File: src/rtl/hc_sema_pkg.sv
package hc_sema_pkg;

    localparam int HOST_FIELD_W = 4;
    localparam int CORE_FIELD_W = 4;

    localparam int CTL_W        = 2;
    localparam int CTL_FLAG_POS = 0;
    localparam int CTL_IE_POS   = 1;

    typedef struct packed {
        logic ie;
        logic flag;
    } hc_ctl_t;

    localparam hc_ctl_t CTL_RESET = '{ie: 1'b0, flag: 1'b0};

    function automatic logic [CTL_W-1:0] ctl_pack(input hc_ctl_t c);
        logic [CTL_W-1:0] v;
        v = '0;
        v[CTL_FLAG_POS] = c.flag;
        v[CTL_IE_POS]   = c.ie;
        return v;
    endfunction

    function automatic logic flag_next(input logic cur, input logic set_req,
                                       input logic clr_req);
        logic n;
        n = cur;
        if (clr_req) n = 1'b0;
        if (set_req) n = 1'b1;
        return n;
    endfunction

endpackage

File: src/rtl/hc_sema_field.sv
module hc_sema_field #(
    parameter int FIELD_W = 4
) (
    input  logic               clk,
    input  logic               rst,
    input  logic               wr_en,
    input  logic [FIELD_W-1:0] wr_val,
    output logic [FIELD_W-1:0] q
);
    logic [FIELD_W-1:0] q_r;

    always_ff @(posedge clk) begin
        if (rst) begin
            q_r <= '0;
        end else if (wr_en) begin
            q_r <= wr_val;
        end
    end

    assign q = q_r;
endmodule

File: src/rtl/hc_sema_ctl.sv
module hc_sema_ctl
    import hc_sema_pkg::*;
(
    input  logic             clk,
    input  logic             rst,
    input  logic             host_touch,
    input  logic             ctl_wr_en,
    input  logic [CTL_W-1:0] ctl_wr_val,
    output hc_ctl_t          ctl_q,
    output logic             irq
);
    hc_ctl_t cur_r;
    hc_ctl_t nxt;
    logic    clr_req;

    always_comb begin
        clr_req  = ctl_wr_en & ctl_wr_val[CTL_FLAG_POS];
        nxt      = cur_r;
        nxt.flag = flag_next(cur_r.flag, host_touch, clr_req);
        if (ctl_wr_en) begin
            nxt.ie = ctl_wr_val[CTL_IE_POS];
        end
    end

    always_ff @(posedge clk) begin
        if (rst) begin
            cur_r <= CTL_RESET;
        end else begin
            cur_r <= nxt;
        end
    end

    assign ctl_q = cur_r;
    assign irq   = cur_r.flag & cur_r.ie;
endmodule

File: src/rtl/hc_sema_reg.sv
module hc_sema_reg
    import hc_sema_pkg::*;
#(
    parameter int HOST_W = HOST_FIELD_W,
    parameter int CORE_W = CORE_FIELD_W,
    localparam int SEM_W = HOST_W + CORE_W
) (
    input  logic              clk,
    input  logic              rst,
    input  logic              host_wr_en,
    input  logic [HOST_W-1:0] host_wr_data,
    output logic [SEM_W-1:0]  host_rd_data,
    input  logic              core_sem_wr_en,
    input  logic [CORE_W-1:0] core_sem_wr_data,
    input  logic              core_ctl_wr_en,
    input  logic [CTL_W-1:0]  core_ctl_wr_data,
    output logic [SEM_W-1:0]  sem_rd_data,
    output logic [CTL_W-1:0]  ctl_rd_data,
    output logic              core_irq
);
    localparam int NUM_OWNERS = 2;

    logic [SEM_W-1:0] word;
    hc_ctl_t          ctl_state;

    generate
        for (genvar g = 0; g < NUM_OWNERS; g++) begin : g_owner
            if (g == 0) begin : g_host
                hc_sema_field #(.FIELD_W(HOST_W)) u_field (
                    .clk    (clk),
                    .rst    (rst),
                    .wr_en  (host_wr_en),
                    .wr_val (host_wr_data),
                    .q      (word[HOST_W-1:0])
                );
            end else begin : g_core
                hc_sema_field #(.FIELD_W(CORE_W)) u_field (
                    .clk    (clk),
                    .rst    (rst),
                    .wr_en  (core_sem_wr_en),
                    .wr_val (core_sem_wr_data),
                    .q      (word[SEM_W-1:HOST_W])
                );
            end
        end
    endgenerate

    hc_sema_ctl u_ctl (
        .clk        (clk),
        .rst        (rst),
        .host_touch (host_wr_en),
        .ctl_wr_en  (core_ctl_wr_en),
        .ctl_wr_val (core_ctl_wr_data),
        .ctl_q      (ctl_state),
        .irq        (core_irq)
    );

    assign host_rd_data = word;
    assign sem_rd_data  = word;
    assign ctl_rd_data  = ctl_pack(ctl_state);
endmodule

File: config.mk
export PLATFORM = sky130hd
export DESIGN_NAME = hc_sema_reg
export DESIGN_NICKNAME = d
export VERILOG_FILES = /design/src/rtl/hc_sema_pkg.sv /design/src/rtl/hc_sema_field.sv /design/src/rtl/hc_sema_ctl.sv /design/src/rtl/hc_sema_reg.sv
export SDC_FILE = /design/constraint.sdc
export NUM_CORES = 1
export LEC_CHECK = 0
export BUFFER_PORTS_ARGS = -buffer_cell sky130_fd_sc_hd__buf_4
export CAP_MARGIN = 20
export CELL_PAD_IN_SITES_DETAIL_PLACEMENT = 2
export CELL_PAD_IN_SITES_GLOBAL_PLACEMENT = 2
export CORE_UTILIZATION = 17
export DETAILED_ROUTE_END_ITERATION = 7
export PLACE_DENSITY_LB_ADDON = 0.1
export SETUP_SLACK_MARGIN = 0.3
export SYNTH_ARGS = -nofsm -noshare
export SYNTH_HDL_FRONTEND = slang
export SYNTH_SLANG_ARGS = --single-unit
File: constraint.sdc
create_clock -name clk -period 0.8 [get_ports clk]
set_input_delay 0.08 -clock clk [delete_from_list [all_inputs] [get_ports clk]]
set_output_delay 0.08 -clock clk [all_outputs]
set_load 0.01 [all_outputs]
==> impl_metrics.py, run 1 <==
metrics = {
    "job": {
        "drv_cap": 0,
    },
    "worst_setup_path": {
        "reg2reg_to": "u_ctl.ctl_q[0]",
        "setup.worst_path.end_class": "primary output",
        "criticalPathCategory": "reg -> out",
        "worst-endpoint-arrival_ns": 0.84,
        "reg_to_reg_critical_path_startpoint": "u_ctl.ctl_q[0]",
        "rrSetupSlack_ns": -0.06,
        "critical_path.max_fanout": 2,
        "critical_path_source_type": "flop",
        "depth_of_the_worst_register_to_register_path": 4,
        "crit_required_ns": 0.72,
    },
    "cts": {
        "ctsHtreeMaxLevel": 1,
        "path_clk_slew_ns": 0.06,
        "ctsLongestPathBuffers": 2,
        "tritoncts": "built",
        "clockRootBuffer": "sky130_fd_sc_hd__clkbuf_4",
        "cts_hold_buffers": 0,
        "clkLatencyLatePin_ns": 0.26,
        "clock_sink_count": 10,
        "numCtsBuffers": 3,
    },
    "routing": {
        "detailroute.via_count": 390,
        "detailedRoute.firstIterationViolations": 2,
        "ant_nets": 0,
        "detail_routed_via_count_per_cell": 3.86,
        "drt_first_pass_iters": 2,
        "drc_errors": 0,
        "wl_um": 1140,
        "average_wire_per_cell_in_the_routed_design_um": 11.2,
    },
    "placement": {
        "port-buffer-count": 33,
        "place.detailed.hpwl_um": 834,
        "place.gp.congestion": 0.623,
    },
    "sta": {
        "skew_ns": 0,
        "layout_min_cycle_time_ns": 0.919,
        "hold_slack_ns": 0.0201,
        "tightest_slew_ns": 0.179,
        "drv_slew": 0,
        "finalSetupViolCount": 9,
        "relSlewSlack": 0.881,
        "finalCritPeriodShare": 1.15,
        "final-hold-violation-count": 0,
        "fmax_mhz": 1090,
        "timing.final.ws_setup_ns": -0.119,
        "grt_setup_unrepaired": "true",
    },
    "synthesis": {
        "synth_warnings": 0,
        "synth_fa_ha_area_frac": 0,
        "syn_area_um2": 439,
        "synth.distinct_cells": 10,
        "post-synth-top-area-fraction": 0.456,
        "synth_top_family_by_area": "multiplexers",
        "synthesis.area_per_instance_um2": 10.2,
        "ys_seq_elements": 10,
        "post_synth_xor_area_fraction": 0,
        "synth-compound-area-share": 0.0342,
        "netlist_instances": 43,
        "synth_mux_area_frac": 0.205,
        "synth_top_cell_by_area": "sky130_fd_sc_hd__dfxtp_1",
        "ys_top_cells_by_area": "sky130_fd_sc_hd__dfxtp_1 (46%), sky130_fd_sc_hd__mux2i_1 (21%), sky130_fd_sc_hd__buf_4 (15%)",
        "synth-simple-area-share": 0.105,
        "synth_sequential_area_ratio": 0.456,
        "postSynthNetCount": 58,
    },
    "grt": {
        "grt_antenna_before_repair": 0,
        "maximum_number_of_pins_on_one_net_before_global_route_repair": 11,
        "first_global_vias": 405,
        "gr-total-overflow": 0,
        "grt.total_usage": 0.0904,
        "grt_pass1_wl_um": 1730,
    },
    "pwr": {
        "power_w": 0.00118,
        "powerDensity_nw_per_um2": 1530,
        "vdd_drop_max_mv": 0.981,
        "power.static_leakage_nw": 0.382,
    },
    "layout": {
        "final-seq-area_um2": 215,
        "area_growth_syn_to_layout_pct": 76.4,
        "post_route_cells_drive_above_1_share": 0.732,
        "layout.cells.most_common_list": "sky130_fd_sc_hd__buf_6 (19), sky130_fd_sc_hd__buf_4 (17), sky130_fd_sc_hd__mux2i_1 (9), sky130_fd_sc_hd__nor2_1 (9), sky130_fd_sc_hd__dfxtp_2 (9)",
        "multiInputGateArea_um2": 154,
        "antenna-diode-count": 0,
        "final_net_count": 88,
        "most_common_library_cell_in_the_layout_ignoring_fill_and_taps": "sky130_fd_sc_hd__buf_6",
        "fillCellCount": 273,
    },
    "status": {
        "failing_checks": "negative setup slack",
        "status": "finished with violations",
    },
    "die": {
        "die_height_um": 52.8,
        "core_area_um2": 2450,
        "io_pins": 34,
        "initial_utilization": 0.179,
        "core.rowCount": 18,
        "die_width_um": 52.8,
        "die_area_um2": 2790,
    },
    "hold_path": {
        "hold_start": "core_ctl_wr_data[0]",
        "hold_path_class": "in -> reg",
        "hold-path-cell-count": 2,
        "hold_path_end": "u_ctl.ctl_q[0]",
    },
}
[registers in the layout, summed over array words and instances (netlist names)]
signal	flops
g_owner.g_core.u_field.q	4
u_ctl.ctl_q	2
g_owner.g_host.u_field.q	4
[metal layers]
metal	vias to the layer above	routed length, µm	global-route usage
met1	185	460	0.0893
met5	-	0	0
met4	0	0	0.0395
met3	0	68	0.0435
met2	17	606	0.158
li1	188	-	-
[synthesized netlist by cell type]
cell                       instances
sky130_fd_sc_hd__nor2_2            1
sky130_fd_sc_hd__dfxtp_1          10
sky130_fd_sc_hd__buf_6             1
sky130_fd_sc_hd__clkbuf_2          1
sky130_fd_sc_hd__a311oi_2          1
sky130_fd_sc_hd__buf_4             9
sky130_fd_sc_hd__inv_1             1
sky130_fd_sc_hd__nor2_1            9
sky130_fd_sc_hd__mux2i_1           9
sky130_fd_sc_hd__and2_1            1
[stage by stage]
| step | instance area [µm²] | setup WS, ns | TNS [ns] | utilization | instances |
|---|---|---|---|---|---|
| after global placement | 653 | 0.136 | 0 | 0.266 | 95 |
| after CTS | 761 | -0.127 | -0.475 | 0.310 | 100 |
| after global routing | 774 | -0.173 | -1.24 | 0.315 | 101 |
| after detailed placement | 653 | 0.136 | 0 | 0.266 | 95 |
| final | 774 | -0.119 | -0.309 | 0.315 | 101 |
| after floorplan | 482 | 0.165 | 0 | - | 43 |
[worst max path at each step]
stage                         from        endpoint
floorplan           u_ctl.ctl_q[0]  u_ctl.ctl_q[0]
global placement    u_ctl.ctl_q[1]        core_irq
detailed placement  u_ctl.ctl_q[1]        core_irq
CTS                 u_ctl.ctl_q[1]        core_irq
global route        u_ctl.ctl_q[0]        core_irq
finish              u_ctl.ctl_q[1]        core_irq
[power breakdown]
group          internal, W  switching (W)  leakage, nW
logic             0.000184      0.0000998        0.282
clock network     0.000173       0.000162       0.0138
registers         0.000534      0.0000310       0.0864
[worst max-delay path, cell delays in order (launching register included)]
cell	delay [ns]
sky130_fd_sc_hd__dfxtp_2	0.32
sky130_fd_sc_hd__and2_4	0.15
sky130_fd_sc_hd__buf_6	0.11
[final cells by class]
cell class,instances,share of cell area
Tap cell,30,0.0485
Multi-Input combinational cell,21,0.199
Timing Repair Buffer,36,0.441
Clock buffer,3,0.0291
Sequential cell,10,0.278
Inverter,1,0.00485
[logic make-up after synthesis]
logic type,count (synthesis)
AO/OA/AOI/OAI,1
buffers and inverters,12
flip-flops,10
multiplexers,9
AND/OR/NAND/NOR,11
[what timing repair did]
action,CTS,global route
resized for setup,19,2
buffers inserted,2,1
setup endpoints to repair,29,29
pin swaps,0,1
No activity file was read; power rests on OpenSTA's default activity.
==> run 2: changes to the inputs <==
--- a/config.mk
+++ b/config.mk
@@ -9,7 +9,7 @@
 export CAP_MARGIN = 20
 export CELL_PAD_IN_SITES_DETAIL_PLACEMENT = 2
 export CELL_PAD_IN_SITES_GLOBAL_PLACEMENT = 2
-export CORE_UTILIZATION = 17
+export CORE_UTILIZATION = 21
 export DETAILED_ROUTE_END_ITERATION = 7
 export PLACE_DENSITY_LB_ADDON = 0.1
 export SETUP_SLACK_MARGIN = 0.3
==> constraint.sdc (replaced) <==
create_clock -name clk -period 1.1 [get_ports clk]
set_input_delay 0.11 -clock clk [delete_from_list [all_inputs] [get_ports clk]]
set_output_delay 0.11 -clock clk [all_outputs]
set_load 0.01 [all_outputs]
==> impl_metrics.py, run 2 (same netlist as run 1, synthesis figures left out) <==
metrics = {
    "job": {
        "drv_cap": 0,
    },
    "die": {
        "io_pins": 34,
        "die_height_um": 47.7,
        "initial_utilization": 0.224,
        "die_width_um": 47.7,
        "core_area_um2": 1960,
        "die_area_um2": 2280,
        "core.rowCount": 16,
    },
    "worst_setup_path": {
        "critical_path.max_fanout": 2,
        "depth_of_the_worst_register_to_register_path": 4,
        "setup.worst_path.end_class": "primary output",
        "critical_path_source_type": "flop",
        "reg2reg_to": "u_ctl.ctl_q[0]",
        "rrSetupSlack_ns": 0.28,
        "crit_required_ns": 0.99,
        "reg_to_reg_critical_path_startpoint": "u_ctl.ctl_q[0]",
        "worst-endpoint-arrival_ns": 0.84,
        "criticalPathCategory": "reg -> out",
    },
    "sta": {
        "aggregate_negative_setup_slack_ns": 0,
        "fmax_mhz": 1050,
        "hold_slack_ns": 0.0469,
        "skew_ns": 0,
        "drv_slew": 0,
        "layout_min_cycle_time_ns": 0.949,
        "tightest_slew_ns": 0.185,
        "relSlewSlack": 0.876,
        "grt_setup_unrepaired": "true",
        "finalCritPeriodShare": 0.863,
        "final-hold-violation-count": 0,
        "finalSetupViolCount": 0,
    },
    "layout": {
        "fillCellCount": 240,
        "post_route_cells_drive_above_1_share": 0.736,
        "final-seq-area_um2": 218,
        "area_growth_syn_to_layout_pct": 78.3,
        "multiInputGateArea_um2": 154,
        "layout.cells.most_common_list": "sky130_fd_sc_hd__buf_4 (18), sky130_fd_sc_hd__buf_6 (18), sky130_fd_sc_hd__mux2i_1 (9), sky130_fd_sc_hd__nor2_1 (9), sky130_fd_sc_hd__dfxtp_2 (8)",
        "final_net_count": 88,
        "antenna-diode-count": 0,
    },
    "placement": {
        "place.gp.congestion": 0.571,
        "port-buffer-count": 33,
    },
    "hold_path": {
        "hold_path_class": "in -> reg",
        "hold_path_end": "u_ctl.ctl_q[0]",
        "hold-path-cell-count": 2,
        "hold_start": "core_ctl_wr_data[0]",
    },
    "status": {
        "status": "complete, no violations",
    },
    "routing": {
        "average_wire_per_cell_in_the_routed_design_um": 10.9,
        "highest-signal-layer": "met3",
        "drc_errors": 0,
        "detailedRoute.firstIterationViolations": 2,
        "detailroute.via_count": 393,
        "ant_nets": 0,
        "wl_on_met1_um": 443,
        "detail_routed_via_count_per_cell": 3.97,
        "wl_um": 1080,
        "wl_met3_um": 112,
        "met2_wirelength_um": 524,
        "drt_first_pass_iters": 4,
    },
    "grt": {
        "gr-total-overflow": 0,
        "maximum_number_of_pins_on_one_net_before_global_route_repair": 11,
        "grt.total_usage": 0.113,
        "grt_pass1_wl_um": 1660,
        "first_global_vias": 394,
        "grt_antenna_before_repair": 0,
    },
    "pwr": {
        "vdd_drop_max_mv": 0.684,
        "powerDensity_nw_per_um2": 1200,
        "power_w": 0.000942,
        "power.static_leakage_nw": 0.389,
    },
    "cts": {
        "ctsLongestPathBuffers": 2,
        "numCtsBuffers": 3,
        "path_clk_slew_ns": 0.07,
        "clkLatencyLatePin_ns": 0.26,
        "clockRootBuffer": "sky130_fd_sc_hd__clkbuf_4",
        "clock_sink_count": 10,
        "ctsHtreeMaxLevel": 1,
        "tritoncts": "built",
    },
}
run 2: cell count changes in the layout (fill, tap and decap cells not counted), sizes merged:
| cell | delta |
|---|---|
| clkbuf | +1 |
run 2: repair_timing:
action                     4_1_cts  5_1_grt
gates cloned                     0        0
buffers inserted                 3        0
setup endpoints to repair       19       20
resized for setup               29        2
hold buffers                     0        0
pin swaps                        1        1
run 2: how the worst max path moves through the flow:
stage,from,to,slack [ns],depth (start not counted)
2_1_floorplan,u_ctl.ctl_q[0],u_ctl.ctl_q[0],0.39,2
3_3_place_gp,u_ctl.ctl_q[1],core_irq,0.41,2
3_5_place_dp,u_ctl.ctl_q[1],core_irq,0.40,2
4_1_cts,u_ctl.ctl_q[0],core_irq,0.13,2
5_1_grt,u_ctl.ctl_q[0],core_irq,0.12,2
6_report,u_ctl.ctl_q[0],core_irq,0.15,2
run 2: critical path, cell delays in order (launching register included):
cell and delay, ns:
sky130_fd_sc_hd__dfxtp_2 0.32, sky130_fd_sc_hd__and2_4 0.15, sky130_fd_sc_hd__buf_6 0.11
run 2: routing by layer:
layer | track usage | up-vias
li1 | - | 190
met1 | 0.137 | 182
met2 | 0.165 | 21
met3 | 0.0604 | 0
met4 | 0.0500 | 0
met5 | 0 | -
run 2: final cells by class:
cell class / instances / area share
clock buffer: 4 / 0.0463
inverter: 1 / 0.00479
multi-input combinational: 21 / 0.196
sequential: 10 / 0.278
tap: 27 / 0.0431
timing repair buffer: 36 / 0.431
run 2: report_power, final:
part / switching [W] / internal, W
combinational: 0.0000720 / 0.000133
sequential: 0.0000222 / 0.000387
clock: 0.000128 / 0.000201
total: 0.000222 / 0.000720
run 2: through the flow:
step	worst slack, ns	util	area [µm²]	std cells
2_1_floorplan	0.385	-	439	43
3_3_place_gp	0.409	0.325	637	92
3_5_place_dp	0.401	0.325	637	92
4_1_cts	0.135	0.397	778	99
5_1_grt	0.116	0.399	783	99
6_report	0.151	0.399	783	99
==> run 3: changes to the inputs <==
--- a/config.mk
+++ b/config.mk
@@ -9,7 +9,8 @@
 export CAP_MARGIN = 20
 export CELL_PAD_IN_SITES_DETAIL_PLACEMENT = 2
 export CELL_PAD_IN_SITES_GLOBAL_PLACEMENT = 2
-export CORE_UTILIZATION = 21
+export CORE_UTILIZATION = 22
+export CTS_BUF_LIST = sky130_fd_sc_hd__clkbuf_8
 export DETAILED_ROUTE_END_ITERATION = 7
 export PLACE_DENSITY_LB_ADDON = 0.1
 export SETUP_SLACK_MARGIN = 0.3
==> impl_metrics.py, run 3 (same netlist as run 1, synthesis figures left out) <==
metrics = {
    "hold_path": {
        "hold-path-cell-count": 2,
        "hold_path_end": "u_ctl.ctl_q[0]",
        "hold_path_class": "in -> reg",
        "hold_start": "core_ctl_wr_data[0]",
    },
    "job": {
        "drv_cap": 0,
    },
    "layout": {
        "final_cell_count_no_fill": 98,
        "fillCellCount": 212,
        "antenna-diode-count": 0,
        "layout.cells.most_common_list": "sky130_fd_sc_hd__buf_6 (19), sky130_fd_sc_hd__buf_4 (18), sky130_fd_sc_hd__mux2i_1 (9), sky130_fd_sc_hd__nor2_1 (9), sky130_fd_sc_hd__dfxtp_2 (9)",
        "post_route_cells_drive_above_1_share": 0.740,
        "final_net_count": 89,
        "area_growth_syn_to_layout_pct": 84.0,
        "most_common_library_cell_in_the_layout_ignoring_fill_and_taps": "sky130_fd_sc_hd__buf_6",
    },
    "grt": {
        "gr-total-overflow": 0,
        "grt.total_usage": 0.123,
        "grt_pass1_wl_um": 1750,
        "maximum_number_of_pins_on_one_net_before_global_route_repair": 11,
        "grt_antenna_before_repair": 0,
        "first_global_vias": 395,
    },
    "worst_setup_path": {
        "worst_path_max_stage_delay_ns": 0.32,
        "path_cells": "and2_4 -> buf_6",
        "timing.critical_path.buf_inv": 1,
        "depth_of_the_worst_register_to_register_path": 4,
        "reg2reg_to": "u_ctl.ctl_q[0]",
        "criticalPathCategory": "reg -> out",
        "rrSetupSlack_ns": 0.23,
        "worst-endpoint-arrival_ns": 0.81,
        "crit_required_ns": 0.99,
        "cpLargestDelayFamily": "flip-flops",
        "reg_to_reg_critical_path_startpoint": "u_ctl.ctl_q[0]",
        "critical_path_source_type": "flop",
        "setup.worst_path.end_class": "primary output",
        "critPathSlowestCell": "sky130_fd_sc_hd__dfxtp_2",
        "critical_path.max_fanout": 2,
    },
    "routing": {
        "drc_errors": 0,
        "average_wire_per_cell_in_the_routed_design_um": 12.8,
        "detailroute.via_count": 403,
        "detailedRoute.firstIterationViolations": 1,
        "detail_routed_via_count_per_cell": 4.11,
        "ant_nets": 0,
        "drt_first_pass_iters": 2,
        "wl_um": 1250,
    },
    "sta": {
        "layout_min_cycle_time_ns": 0.920,
        "relSlewSlack": 0.890,
        "final-hold-violation-count": 0,
        "grt_setup_unrepaired": "true",
        "finalSetupViolCount": 0,
        "drv_slew": 0,
        "finalCritPeriodShare": 0.836,
        "tightest_slew_ns": 0.160,
        "fmax_mhz": 1090,
        "aggregate_negative_setup_slack_ns": 0,
        "skew_ns": 0,
    },
    "cts": {
        "clock_sink_count": 10,
        "ctsHtreeMaxLevel": 1,
        "clkLatencyLatePin_ns": 0.24,
        "path_clk_slew_ns": 0.05,
        "tritoncts": "built",
        "clockRootBuffer": "sky130_fd_sc_hd__clkbuf_8",
        "ctsLongestPathBuffers": 2,
        "numCtsBuffers": 3,
    },
    "die": {
        "die_width_um": 46.7,
        "die_area_um2": 2180,
        "initial_utilization": 0.244,
        "die_height_um": 46.7,
        "core_area_um2": 1800,
        "core.rowCount": 15,
        "io_pins": 34,
    },
    "pwr": {
        "powerDensity_nw_per_um2": 1350,
        "vdd_drop_max_mv": 0.786,
        "power.static_leakage_nw": 0.403,
    },
    "status": {
        "status": "complete, no violations",
    },
    "placement": {
        "port-buffer-count": 33,
        "place.gp.congestion": 0.600,
        "number_of_placed_instances_taps_included": 90,
        "place.detailed.hpwl_um": 832,
    },
}
run 3: cell count changes in the layout (fill, tap and decap cells not counted), sizes merged:
cell  delta
buf      +1
run 3: worst register-to-register path, cell delays in order, from the launching register on:
cell,delay [ns]
sky130_fd_sc_hd__dfxtp_2,0.33
sky130_fd_sc_hd__buf_4,0.11
sky130_fd_sc_hd__buf_4,0.10
sky130_fd_sc_hd__nor2_2,0.03
sky130_fd_sc_hd__a311oi_2,0.21
run 3: worst max path at each step:
stage	startpoint	endpoint	slack, ns	cells after the start
after floorplan	u_ctl.ctl_q[0]	u_ctl.ctl_q[0]	0.39	2
after global placement	u_ctl.ctl_q[0]	core_irq	0.40	2
after detailed placement	u_ctl.ctl_q[0]	core_irq	0.39	2
after CTS	u_ctl.ctl_q[1]	core_irq	0.18	2
after global routing	u_ctl.ctl_q[1]	core_irq	0.16	2
final	u_ctl.ctl_q[1]	core_irq	0.18	2
run 3: stage by stage:
| stage | setup slack (ns) | hold slack, ns | total power (W) | instance area (µm²) | util |
|---|---|---|---|---|---|
| finish | 0.180 | 0.0732 | 0.00109 | 808 | 0.449 |
| global route | 0.159 | 0.0725 | 0.00114 | 808 | 0.449 |
| CTS | 0.182 | 0.0714 | 0.00110 | 806 | 0.447 |
| detailed placement | 0.390 | 0.331 | 0.000584 | 634 | 0.352 |
| global placement | 0.397 | 0.327 | 0.000581 | 634 | 0.352 |
| floorplan | 0.385 | 0.229 | 0.000502 | 439 | - |
run 3: timing repair:
| action | 4_1_cts | 5_1_grt |
|---|---|---|
| pin swaps | 0 | 0 |
| endpoints found under the setup margin | 19 | 20 |
| hold buffers | 0 | 0 |
| buffers inserted | 4 | 0 |
| resized for setup | 30 | 1 |
run 3: layout make-up:
cell class / instances / area [µm²] / area share
Timing Repair Buffer: 37 / 349 / 0.432
Sequential cell: 10 / 215 / 0.266
Multi-Input combinational cell: 21 / 154 / 0.190
Clock buffer: 4 / 55.1 / 0.0681
Tap cell: 25 / 31.3 / 0.0387
Inverter: 1 / 3.75 / 0.00464
run 3: layer usage:
layer | track usage | share of wire | routed length, µm | vias to the layer above
met5 | 0 | 0 | 0 | -
met2 | 0.194 | 0.53 | 658 | 22
met3 | 0.0627 | 0.092 | 115 | 2
met4 | 0.0686 | 0.0048 | 6 | 0
li1 | - | - | - | 188
met1 | 0.132 | 0.38 | 469 | 191
run 3: report_power, final:
part           leakage [nW]  internal, W  switching, W
clock                0.0288     0.000315      0.000154
combinational         0.288     0.000137     0.0000773
sequential           0.0864     0.000389     0.0000224
total                 0.403     0.000841      0.000254
